### config.mk
export PLATFORM = sky130hd
export DESIGN_NAME = hsk_bus_master
export DESIGN_NICKNAME = d
export VERILOG_FILES = /design/src/rtl/hsk_pkg.sv /design/src/rtl/hsk_sync2.sv /design/src/rtl/hsk_phase_timer.sv /design/src/rtl/hsk_bus_master.sv
export SDC_FILE = /design/constraint.sdc
export NUM_CORES = 1
export LEC_CHECK = 0
export BUFFER_PORTS_ARGS = -buffer_cell sky130_fd_sc_hd__buf_2
export CORE_ASPECT_RATIO = 1.5
export CORE_MARGIN = 3
export CORE_UTILIZATION = 25
export CTS_CLUSTER_SIZE = 20
export DETAILED_ROUTE_END_ITERATION = 12
export SKIP_LAST_GASP = 1
export SLEW_MARGIN = 20
export SYNTH_ARGS = -nofsm -noshare
export SYNTH_HDL_FRONTEND = slang
export SYNTH_SLANG_ARGS = --single-unit
### constraint.sdc
create_clock -name clk -period 2.2 [get_ports clk]
set_input_delay 0.11 -clock clk [delete_from_list [all_inputs] [get_ports clk]]
set_output_delay 0.11 -clock clk [all_outputs]
set_load 0.01 [all_outputs]
### src/rtl/hsk_pkg.sv
package hsk_pkg;
    typedef enum logic [2:0] {
        ST_IDLE,
        ST_SETUP,
        ST_WAIT,
        ST_HOLD,
        ST_RELEASE
    } hsk_state_e;
endpackage

### src/rtl/hsk_sync2.sv
module hsk_sync2 (
    input  logic clk,
    input  logic rst_n,
    input  logic async_in,
    output logic sync_out
);
    logic stage1;

    always_ff @(posedge clk or negedge rst_n) begin
        if (!rst_n) begin
            stage1   <= 1'b0;
            sync_out <= 1'b0;
        end else begin
            stage1   <= async_in;
            sync_out <= stage1;
        end
    end
endmodule

### src/rtl/hsk_phase_timer.sv
module hsk_phase_timer #(
    parameter int CW = 8
) (
    input  logic          clk,
    input  logic          rst_n,
    input  logic          restart,
    output logic [CW-1:0] elapsed
);
    always_ff @(posedge clk or negedge rst_n) begin
        if (!rst_n) begin
            elapsed <= '0;
        end else if (restart) begin
            elapsed <= '0;
        end else if (elapsed != {CW{1'b1}}) begin
            elapsed <= elapsed + 1'b1;
        end
    end
endmodule

### src/rtl/hsk_bus_master.sv
module hsk_bus_master
    import hsk_pkg::*;
#(
    parameter int AW        = 16,
    parameter int DW        = 16,
    parameter int SKEW_PRE  = 2,
    parameter int SKEW_POST = 2,
    parameter int TMO_CYC   = 64
) (
    input  logic          clk,
    input  logic          rst_n,
    input  logic          req_valid,
    input  logic          req_write,
    input  logic [AW-1:0] req_addr,
    input  logic [DW-1:0] req_wdata,
    output logic          req_ready,
    output logic          resp_valid,
    output logic          resp_err,
    output logic [DW-1:0] resp_rdata,
    output logic [AW-1:0] bus_addr,
    output logic          bus_write,
    output logic [DW-1:0] bus_wdata,
    output logic          bus_drive,
    output logic          bus_mrdy,
    input  logic          bus_srdy,
    input  logic [DW-1:0] bus_rdata
);
    localparam int PRE_C   = (SKEW_PRE  < 1) ? 1 : SKEW_PRE;
    localparam int POST_C  = (SKEW_POST < 1) ? 1 : SKEW_POST;
    localparam int TMO_C   = (TMO_CYC   < 1) ? 1 : TMO_CYC;
    localparam int MAX_AB  = (PRE_C > POST_C) ? PRE_C : POST_C;
    localparam int MAX_ALL = (MAX_AB > TMO_C) ? MAX_AB : TMO_C;
    localparam int CW      = $clog2(MAX_ALL + 1);
    localparam logic [CW-1:0] PRE_LAST  = CW'(PRE_C - 1);
    localparam logic [CW-1:0] POST_LAST = CW'(POST_C - 1);
    localparam logic [CW-1:0] TMO_LAST  = CW'(TMO_C - 1);

    hsk_state_e    state, state_nxt;
    logic          srdy_s;
    logic [CW-1:0] elapsed;
    logic          accept;
    logic [AW-1:0] addr_q;
    logic          write_q;
    logic [DW-1:0] wdata_q;
    logic [DW-1:0] rdata_q;
    logic          err_q;
    logic          resp_q;

    hsk_sync2 u_srdy_sync (
        .clk      (clk),
        .rst_n    (rst_n),
        .async_in (bus_srdy),
        .sync_out (srdy_s)
    );

    hsk_phase_timer #(.CW(CW)) u_timer (
        .clk     (clk),
        .rst_n   (rst_n),
        .restart (state_nxt != state),
        .elapsed (elapsed)
    );

    assign accept = req_valid && req_ready;

    // State register
    always_ff @(posedge clk or negedge rst_n) begin
        if (!rst_n) begin
            state <= ST_IDLE;
        end else begin
            state <= state_nxt;
        end
    end

    // Transitions
    always_comb begin
        state_nxt = state;
        unique case (state)
            ST_IDLE: begin
                if (accept) state_nxt = ST_SETUP;
            end
            ST_SETUP: begin
                if (elapsed == PRE_LAST) state_nxt = ST_WAIT;
            end
            ST_WAIT: begin
                if (srdy_s)                    state_nxt = ST_HOLD;
                else if (elapsed == TMO_LAST)  state_nxt = ST_RELEASE;
            end
            ST_HOLD: begin
                if (elapsed == POST_LAST) state_nxt = ST_RELEASE;
            end
            ST_RELEASE: begin
                if (!srdy_s) state_nxt = ST_IDLE;
            end
            default: state_nxt = ST_IDLE;
        endcase
    end

    // Request capture, read-data strobe and completion
    always_ff @(posedge clk or negedge rst_n) begin
        if (!rst_n) begin
            addr_q  <= '0;
            write_q <= 1'b0;
            wdata_q <= '0;
            rdata_q <= '0;
            err_q   <= 1'b0;
            resp_q  <= 1'b0;
        end else begin
            resp_q <= (state == ST_RELEASE) && !srdy_s;
            if (accept) begin
                addr_q  <= req_addr;
                write_q <= req_write;
                wdata_q <= req_wdata;
                err_q   <= 1'b0;
            end
            if (state == ST_WAIT) begin
                if (srdy_s && !write_q) begin
                    rdata_q <= bus_rdata;
                end else if (!srdy_s && elapsed == TMO_LAST) begin
                    err_q <= 1'b1;
                end
            end
        end
    end

    // Outputs decoded from state
    always_comb begin
        bus_drive = 1'b0;
        bus_mrdy  = 1'b0;
        req_ready = 1'b0;
        unique case (state)
            ST_IDLE:    req_ready = !srdy_s;
            ST_SETUP:   bus_drive = 1'b1;
            ST_WAIT,
            ST_HOLD: begin
                bus_drive = 1'b1;
                bus_mrdy  = 1'b1;
            end
            ST_RELEASE: ;
            default: ;
        endcase
        bus_addr   = bus_drive ? addr_q  : '0;
        bus_write  = bus_drive ? write_q : 1'b0;
        bus_wdata  = (bus_drive && write_q) ? wdata_q : '0;
        resp_valid = resp_q;
        resp_err   = err_q;
        resp_rdata = rdata_q;
    end
endmodule

==> results.py, run 1 <==
metrics = {
    "synthesis": {
        "synth.top_cell.area_share": 0.569,
        "synth-seq-area-share": 0.569,
        "ys_seq_elements": 63,
        "yosys-top-cells-area": "dfrtp_1 57%, mux2_2 16%, mux2_4 5.4%",
        "synthFlopType": "dfrtp_1",
        "syn_nets": 264,
        "synth_cell_types": 33,
        "synth_compound_area_frac": 0.0343,
        "synth_edf_count": 0,
        "synth_area_um2": 2770,
        "async_flop_share": 1.00,
        "yosys.area_share.simple": 0.140,
        "avgSynthCellArea_um2": 13.2,
        "ys_warn_count": 0,
        "synth_top_family_by_area": "multiplexers",
        "synthAdderAreaFrac": 0.00904,
        "yosys.area.top_type": "dfrtp_1",
        "muxShareOfSynthArea": 0.216,
        "synth-xor-area-share": 0.00633,
        "syn_inst": 209,
    },
    "cells_and_area": {
        "multiInputGateArea_um2": 1130,
        "instances_no_fill": 480,
        "num-nets-final": 386,
        "drive_above_1_share": 0.539,
        "fillers": 1092,
        "area_growth_pct": 39.3,
        "ff_latch_area_um2": 1580,
        "num_antenna_cells": 0,
    },
    "critical_path": {
        "rr_worst_depth": 5,
        "worstPathCellList": "and2b_1 > nand2_2 > or3b_1 > buf_4 > mux2_4",
        "cp-start-kind": "flop",
        "r2r_slack_ps": 320,
        "endpoint_kind": "flop",
        "cp_top_family": "simple AND/OR/NAND/NOR gates",
        "slowest_delay_ps": 440,
        "crit_path_max_fanout": 16,
        "cp.required_ps": 2410,
        "arrival_ps": 2090,
        "reg2reg_to": "resp_rdata[13]",
        "crit_buf_inv": 1,
        "worstSetupPathType": "reg2reg",
        "r2r-start": "state[2]",
        "cp_slowest_cell": "dfrtp_1",
    },
    "die": {
        "core-area_um2": 10700,
        "io_pins": 107,
        "row_count": 46,
        "initial_core_util": 0.259,
        "die_area_um2": 12400,
        "die_w_um": 91.9,
        "die_h_um": 135,
    },
    "routing": {
        "drt-vias-per-instance": 4.40,
        "wl_per_cell_um": 14.2,
        "ant_nets": 0,
        "drt_iter0_drc": 133,
        "wirelength_mm": 6.81,
        "vias": 2110,
        "drtPass1Iterations": 4,
        "drc": 0,
    },
    "global_route": {
        "track_usage": 0.117,
        "grt_pass1_vias": 2348,
        "grt_overflow": 0,
        "grt_max_degree": 30,
        "grt_pass1_wl_mm": 11.3,
        "antenna_found_initial": 0,
    },
    "clock_tree": {
        "clk_pin_slew_worst_paths_ps": 50,
        "htreeDepth": 3,
        "tritoncts": "done",
        "numCtsBuffers": 9,
        "clk_latency_ps": 320,
        "root_buffer": "clkbuf_16",
        "post_cts_buffers": 0,
        "cts_sinks": 63,
        "cts_buffer_depth": 2,
    },
    "power": {
        "power.density_nw_per_um2": 1440,
        "ir_drop_mv": 0.706,
        "p_leak_nw": 1.97,
    },
    "timing": {
        "clock_skew_ps": 4.63,
        "finalHoldViolCount": 0,
        "setup_viol": 0,
        "grt_setup_unrepaired": "false",
        "whs_ps": 14.5,
        "drv_slew": 0,
        "max_clock_freq_mhz": 533,
        "fin_crit_ps": 1880,
        "worst_pin_slew_ps": 561,
        "slew_headroom": 0.626,
        "timing.final.crit_share": 0.853,
        "fin_ws_ps": 323,
        "tns_ps": 0,
    },
    "place": {
        "io_buffers": 106,
        "dp_hpwl_mm": 4.96,
        "place_ws_ps": 353,
        "dp.cells": 458,
        "routabilityCongestion": 0.777,
    },
    "run_status": {
        "outcome": "finished, final reports clean",
    },
    "worst_hold_path": {
        "hold_start": "bus_rdata[4]",
        "holdCritPathClass": "in2reg",
        "min_to": "resp_rdata[4]",
        "hold_depth": 2,
    },
    "job": {
        "drv_cap": 0,
    },
}
stage by stage:
stage	cell area (um^2)	total power [mW]	utilization
final	3860	5.55	0.360
after global routing	3860	5.96	0.360
after floorplan	2770	3.30	-
after detailed placement	3500	4.22	0.327
after CTS	3860	5.65	0.360
after global placement	3500	4.15	0.327
layout by cell type, fill, tap and decap left out, types with 2 or more instances in the layout:
cell type,synthesis,layout
clkinv_2,0,3
nor4_1,3,3
mux2_2,39,39
and2_1,18,18
clkbuf_16,0,9
nor3_1,4,4
nand3_1,3,3
a2111oi_0,3,3
a21oi_1,2,2
mux2_4,10,10
inv_1,3,3
nor2_1,8,7
clkbuf_1,4,2
dfrtp_1,63,63
buf_4,0,8
a21o_1,2,2
buf_2,4,106
o21ai_0,2,2
dlygate4sd3_1,0,6
and3_1,18,18
nand2_1,5,5
ha_1,2,2
area by class of cell:
class / instances / area share
clock buffers: 12 / 0.0639
flip-flops and latches: 63 / 0.409
clock inverters: 4 / 0.0117
well taps: 144 / 0.0467
repair buffers: 121 / 0.174
multi-input cells: 133 / 0.292
inverters: 3 / 0.00292
sequential cells by signal (all words and copies together), names as in the netlist:
signal,cells
addr_q,16
resp_err,1
resp_rdata,16
resp_valid,1
state,3
u_srdy_sync.stage1,1
u_srdy_sync.sync_out,1
u_timer.elapsed,7
wdata_q,16
write_q,1
timing repair:
| action | 4_1_cts | 5_1_grt |
|---|---|---|
| hold endpoints to repair | 27 | 0 |
| hold buffers | 6 | 0 |
| setup endpoints to repair | 0 | 0 |
| resized for setup | 0 | 0 |
report_power, final:
group / internal [mW] / total, mW / leakage (nW) / switching (mW)
Clock: 0.901 / 1.38 / 0.146 / 0.477
Combinational: 1.16 / 2.17 / 1.06 / 1.02
Sequential: 1.68 / 2.00 / 0.765 / 0.329
cell families after synthesis:
family | after synthesis
adders and majority gates | 2
xor gates and xnor gates | 2
muxes | 50
and+or+nand+nor | 66
buffers and inverters | 13
AOI/OAI and AO/OA | 13
DFF | 63
per-layer routing:
metal / GRT usage / part of all wire / vias to the layer above / wire length [um]
met5: 0 / 0 / - / 0
met4: 0.0579 / 0.025 / 0 / 168
met3: 0.0385 / 0.059 / 13 / 404
met2: 0.197 / 0.50 / 80 / 3430
met1: 0.132 / 0.41 / 1032 / 2810
li1: - / - / 985 / -
worst max-delay path by stage:
stage	from	end	cells after the start
after detailed placement	state[2]	resp_rdata[13]	5
after global routing	state[0]	wdata_q[0]	4
final	state[2]	resp_rdata[13]	5
after global placement	state[2]	resp_rdata[11]	5
after floorplan	u_srdy_sync.sync_out	addr_q[0]	5
after CTS	state[2]	resp_rdata[13]	5
synthesized netlist by cell type, types with 2 or more instances:
master     instances
buf_6              2
nor2_1             8
buf_2              4
mux2_2            39
dfrtp_1           63
nand3_1            3
and2_1            18
and3_1            18
nand2_1            5
a2111oi_0          3
a21o_1             2
nor4_1             3
mux2_4            10
ha_1               2
inv_1              3
o21ai_0            2
clkbuf_1           4
nor3_1             4
a21oi_1            2
Note: power is estimated with default switching activity, not from simulation.
==> run 2: changes to the inputs <==
CORE_UTILIZATION = 40   (was 25)
PLACE_DENSITY = 0.68   (was unset)
==> run 2 against run 1 <==
Compared with the run above:
- combinational power rose by 5%
- power shrank 8.0%
- clock-buffer cell count fell by 3
- critical endpoint unchanged
- critical path type unchanged
- sequential power is 2% lower
==> results.py, run 2 (synthesis results as in run 1) <==
metrics = {
    "run_status": {
        "outcome": "finished, final reports clean",
    },
    "die": {
        "io_pins": 107,
        "core-area_um2": 6620,
        "initial_core_util": 0.418,
        "row_count": 36,
        "die_area_um2": 7980,
        "die_h_um": 108,
        "die_w_um": 73.9,
    },
    "cells_and_area": {
        "drive_above_1_share": 0.483,
        "instances_no_fill": 455,
        "num_antenna_cells": 0,
        "final_cell_mix": "106 x buf_2, 63 x dfrtp_1, 49 x dlygate4sd3_1",
        "num-nets-final": 429,
        "fillers": 554,
        "fin_area_um2": 4070,
        "layout.cells.most_common": "buf_2",
        "utilization": 0.615,
        "area_growth_pct": 47.0,
    },
    "timing": {
        "fin_ws_ps": 365,
        "fin_crit_ps": 1840,
        "timing.final.crit_share": 0.834,
        "slew_headroom": 0.680,
        "worst_pin_slew_ps": 480,
        "grt_setup_unrepaired": "false",
        "clock_skew_ps": 12.2,
        "max_clock_freq_mhz": 545,
        "whs_ps": 21.0,
        "tns_ps": 0,
        "finalHoldViolCount": 0,
        "setup_viol": 0,
        "drv_slew": 0,
    },
    "clock_tree": {
        "post_cts_buffers": 0,
        "tritoncts": "done",
        "cts_resized": 0,
        "clk_latency_ps": 340,
        "root_buffer": "clkbuf_8",
        "clk_pin_slew_worst_paths_ps": 70,
        "numCtsBuffers": 9,
        "htreeDepth": 3,
        "cts_sinks": 63,
        "cts_buffer_depth": 2,
    },
    "power": {
        "p_comb_frac": 0.444,
        "seq_power_share": 0.384,
        "finalPower_mw": 5.11,
        "p_leak_nw": 2.08,
        "pwr-share-clk": 0.172,
        "ir_drop_mv": 0.698,
        "p_sw_frac": 0.356,
        "internal-power_mw": 3.29,
        "power.density_nw_per_um2": 1260,
        "power_switching_mw": 1.82,
    },
    "place": {
        "dp.cells": 390,
        "io_buffers": 106,
        "placed_cell_area_um2": 3410,
        "dp_hpwl_mm": 4.38,
        "routabilityCongestion": 0.850,
        "place_ws_ps": 394,
    },
    "critical_path": {
        "worstSetupPathType": "reg2reg",
        "cp_top_family": "simple AND/OR/NAND/NOR gates",
        "crit_buf_inv": 1,
        "cp-start-kind": "flop",
        "worstPathCellList": "and2b_1 > nand2_2 > or3b_1 > buf_4 > mux2_4",
        "arrival_ps": 2060,
        "cp_slowest_cell": "dfrtp_1",
        "r2r-start": "state[2]",
        "cp.required_ps": 2430,
        "endpoint_kind": "flop",
        "r2r_slack_ps": 360,
        "slowest_delay_ps": 450,
        "reg2reg_to": "resp_rdata[13]",
        "rr_worst_depth": 5,
        "crit_path_max_fanout": 16,
    },
    "global_route": {
        "antenna_found_initial": 0,
        "grt_pass1_wl_mm": 10.7,
        "grt_max_degree": 35,
        "track_usage": 0.176,
        "grt_pass1_vias": 2336,
        "grt_overflow": 0,
    },
    "routing": {
        "ant_nets": 0,
        "wl_per_cell_um": 14.6,
        "vias": 2238,
        "wirelength_mm": 6.66,
        "drt_iter0_drc": 109,
        "drc": 0,
        "drtPass1Iterations": 4,
        "drt-vias-per-instance": 4.92,
    },
    "worst_hold_path": {
        "hold_start": "req_wdata[5]",
        "min_to": "wdata_q[5]",
        "holdCritPathClass": "in2reg",
        "hold_depth": 2,
    },
    "job": {
        "drv_cap": 0,
    },
}
## run 2: changes by cell type in the layout (fill, tap and decap cells not counted), sizes merged
cell	change
dlygate4sd3	+43
clkbuf	-3
clkinvlp	+3
bufinv	-1
clkinv	+1
## run 2: area by class of cell
type                       instances  area, um^2  area share
clock buffer                       9         124      0.0304
clock inverter                     7        50.0      0.0123
inverter                           3        11.3     0.00277
multi-input combinational        133        1130       0.277
sequential                        63        1580       0.387
tap                               76        95.1      0.0234
timing repair buffer             164        1090       0.267
## run 2: worst register-to-register path, cell delays in order, from the launching register on
cell and delay (ps):
dfrtp_1 450, and2b_1 270, nand2_2 80, or3b_1 360, buf_4 230, mux2_4 320
## run 2: worst max-delay path by stage
stage                     cells past startpoint            startpoint            endpoint  slack [ps]
final                                         5              state[2]      resp_rdata[13]         360
after floorplan                               5  u_srdy_sync.sync_out           addr_q[0]         320
after detailed placement                      5              state[2]       resp_rdata[1]         390
after global routing                          6    u_timer.elapsed[0]  u_timer.elapsed[1]         220
after CTS                                     5              state[2]      resp_rdata[13]         360
after global placement                        5              state[2]      resp_rdata[10]         430
## run 2: metal layers
| layer | routed length [um] | global-route usage | vias up |
|---|---|---|---|
| li1 | - | - | 1073 |
| met1 | 2670 | 0.208 | 1072 |
| met2 | 3500 | 0.294 | 79 |
| met3 | 350 | 0.0430 | 14 |
| met4 | 133 | 0.0868 | 0 |
| met5 | 0 | 0 | - |
## run 2: repair_timing
item,in CTS,in global routing
hold endpoints to repair,68,0
endpoints found under the setup margin,0,0
hold buffers,49,0
## run 2: power by group through the flow
stage	clock network [mW]	logic [mW]	registers [mW]
after floorplan	0	1.32	1.98
after global placement	0	2.18	1.95
after detailed placement	0	2.22	1.97
after CTS	0.914	2.29	1.96
after global routing	0.960	2.49	2.02
final	0.879	2.27	1.96
==> run 3: changes to the inputs <==
clock period = 1.8 ns   (was 2.2 ns; I/O delays follow)
==> run 3 against run 2 <==
Compared with the run above:
- routed wire length grew 2.0%
- sequential power grew 23%
- critical path type unchanged
- die area is the same
- clock power grew 22%
- register-to-register slack lost 280 ps
- final area grew 2.2%
==> results.py, run 3 (synthesis results as in run 1) <==
metrics = {
    "routing": {
        "highest_layer": "met4",
        "wirelength_mm": 6.79,
        "wl_per_cell_um": 15.0,
        "wl_met1_mm": 2.54,
        "dr_wl_met2_mm": 3.88,
        "drc": 0,
        "ant_nets": 0,
        "drtPass1Iterations": 4,
        "vias": 2263,
        "drt_iter0_drc": 90,
        "drt-vias-per-instance": 5.00,
        "dr_wl_met3_um": 273,
    },
    "clock_tree": {
        "cts_sinks": 63,
        "numCtsBuffers": 9,
        "root_buffer": "clkbuf_8",
        "clk_pin_slew_worst_paths_ps": 70,
        "cts_buffer_depth": 2,
        "htreeDepth": 3,
        "clk_latency_ps": 320,
        "tritoncts": "done",
        "post_cts_buffers": 0,
    },
    "timing": {
        "slew_headroom": 0.775,
        "timing.final.crit_share": 0.953,
        "grt_setup_unrepaired": "false",
        "setup_viol": 0,
        "fin_ws_ps": 85.5,
        "tns_ps": 0,
        "finalHoldViolCount": 0,
        "max_clock_freq_mhz": 583,
        "clock_skew_ps": 8.63,
        "drv_slew": 0,
        "fin_crit_ps": 1710,
        "worst_pin_slew_ps": 338,
    },
    "die": {
        "die_w_um": 73.9,
        "initial_core_util": 0.418,
        "row_count": 36,
        "core-area_um2": 6620,
        "die_h_um": 108,
        "io_pins": 107,
        "die_area_um2": 7980,
    },
    "place": {
        "routabilityCongestion": 0.824,
        "place_ws_ps": 77.3,
        "dp_hpwl_mm": 4.39,
        "placed_cell_area_um2": 3490,
        "io_buffers": 106,
    },
    "global_route": {
        "grt_pass1_wl_mm": 11.0,
        "grt_max_degree": 64,
        "track_usage": 0.182,
        "grt_overflow": 0,
        "antenna_found_initial": 0,
        "grt_pass1_vias": 2365,
    },
    "job": {
        "drv_cap": 0,
    },
    "cells_and_area": {
        "drive_above_1_share": 0.512,
        "num_antenna_cells": 0,
        "fin_area_um2": 4160,
        "area_growth_pct": 50.3,
        "layout.cells.most_common": "buf_2",
        "fillers": 526,
        "num-nets-final": 430,
        "final_cell_mix": "106 x buf_2, 62 x dfrtp_1, 46 x dlygate4sd3_1",
    },
    "run_status": {
        "outcome": "finished, final reports clean",
    },
    "power": {
        "pwr-share-clk": 0.167,
        "power.density_nw_per_um2": 1540,
        "seq_power_share": 0.376,
        "p_leak_nw": 2.12,
        "p_sw_frac": 0.343,
        "internal-power_mw": 4.22,
        "ir_drop_mv": 0.927,
        "p_comb_frac": 0.457,
        "power_switching_mw": 2.20,
    },
    "critical_path": {
        "rr_worst_depth": 5,
        "crit_path_max_fanout": 16,
        "cp.required_ps": 2010,
        "cp-start-kind": "flop",
        "r2r-start": "state[2]",
        "worstSetupPathType": "reg2reg",
        "cp-startpoint": "state[2]",
        "arrival_ps": 1920,
        "endpoint_kind": "flop",
        "reg2reg_to": "resp_rdata[3]",
        "worstSetupEndpoint": "resp_rdata[3]",
        "r2r_slack_ps": 90,
    },
    "worst_hold_path": {
        "holdCritPathClass": "in2reg",
    },
}
## run 3: cell types whose count changed in the layout (fill, tap and decap cells not counted), moves of 2 or more
cell / previous run / this run
buf_12: 0 / 4
dlygate4sd3_1: 49 / 46
clkinv_4: 2 / 0
a2111oi_0: 3 / 0
a2111oi_2: 0 / 3
clkbuf_8: 9 / 12
clkinvlp_4: 3 / 0
## run 3: worst min path at each step
stage                  startpoint             end  slack [ps]  cells after the start
global route         bus_rdata[2]   resp_rdata[2]         0.8                      2
detailed placement          rst_n      wdata_q[6]         130                      2
global placement            rst_n      wdata_q[6]         120                      2
floorplan                   rst_n       addr_q[0]        -210                      0
finish               bus_rdata[2]   resp_rdata[2]           4                      2
CTS                 bus_rdata[12]  resp_rdata[12]         0.9                      2
## run 3: metrics by stage
| step | std cells | hold WS (ps) | utilization | total power [mW] |
|---|---|---|---|---|
| 6_report | 453 | 3.56 | 0.629 | 6.42 |
| 5_1_grt | 453 | 0.755 | 0.629 | 6.85 |
| 4_1_cts | 451 | 0.908 | 0.620 | 6.41 |
| 3_5_place_dp | 394 | 130 | 0.527 | 5.24 |
| 3_3_place_gp | 394 | 123 | 0.527 | 5.16 |
| 2_1_floorplan | 209 | -206 | - | 4.05 |
## run 3: layer usage
| layer | global-route usage | vias to the layer above |
|---|---|---|
| li1 | - | 1073 |
| met1 | 0.205 | 1116 |
| met2 | 0.323 | 66 |
| met3 | 0.0374 | 8 |
| met4 | 0.0777 | 0 |
| met5 | 0 | - |
## run 3: area by class of cell
type | count | area, um^2 | area share
Sequential cell | 63 | 1580 | 0.379
Multi-Input combinational cell | 133 | 1170 | 0.281
Timing Repair Buffer | 165 | 1140 | 0.274
Clock buffer | 12 | 165 | 0.0397
Tap cell | 76 | 95.1 | 0.0228
Inverter | 3 | 11.3 | 0.00271
Clock inverter | 1 | 5.00 | 0.00120
## run 3: worst max-delay path, cell delays in order (launching register included)
cell and delay (ps):
dfrtp_1 380, and2b_2 240, nand2_2 80, or3b_1 410, buf_12 180, mux2_4 300
## run 3: power groups by stage
stage	registers [mW]	clock network, mW	logic (mW)
after detailed placement	2.42	0	2.82
after global routing	2.49	1.16	3.19
after floorplan	2.43	0	1.62
after global placement	2.38	0	2.77
final	2.41	1.07	2.93
after CTS	2.41	1.10	2.90
## run 3: timing repair
action,in CTS,in global routing
endpoints found under the hold margin,106,2
endpoints found under the setup margin,0,23
hold buffers,44,2
gates resized for setup,0,12
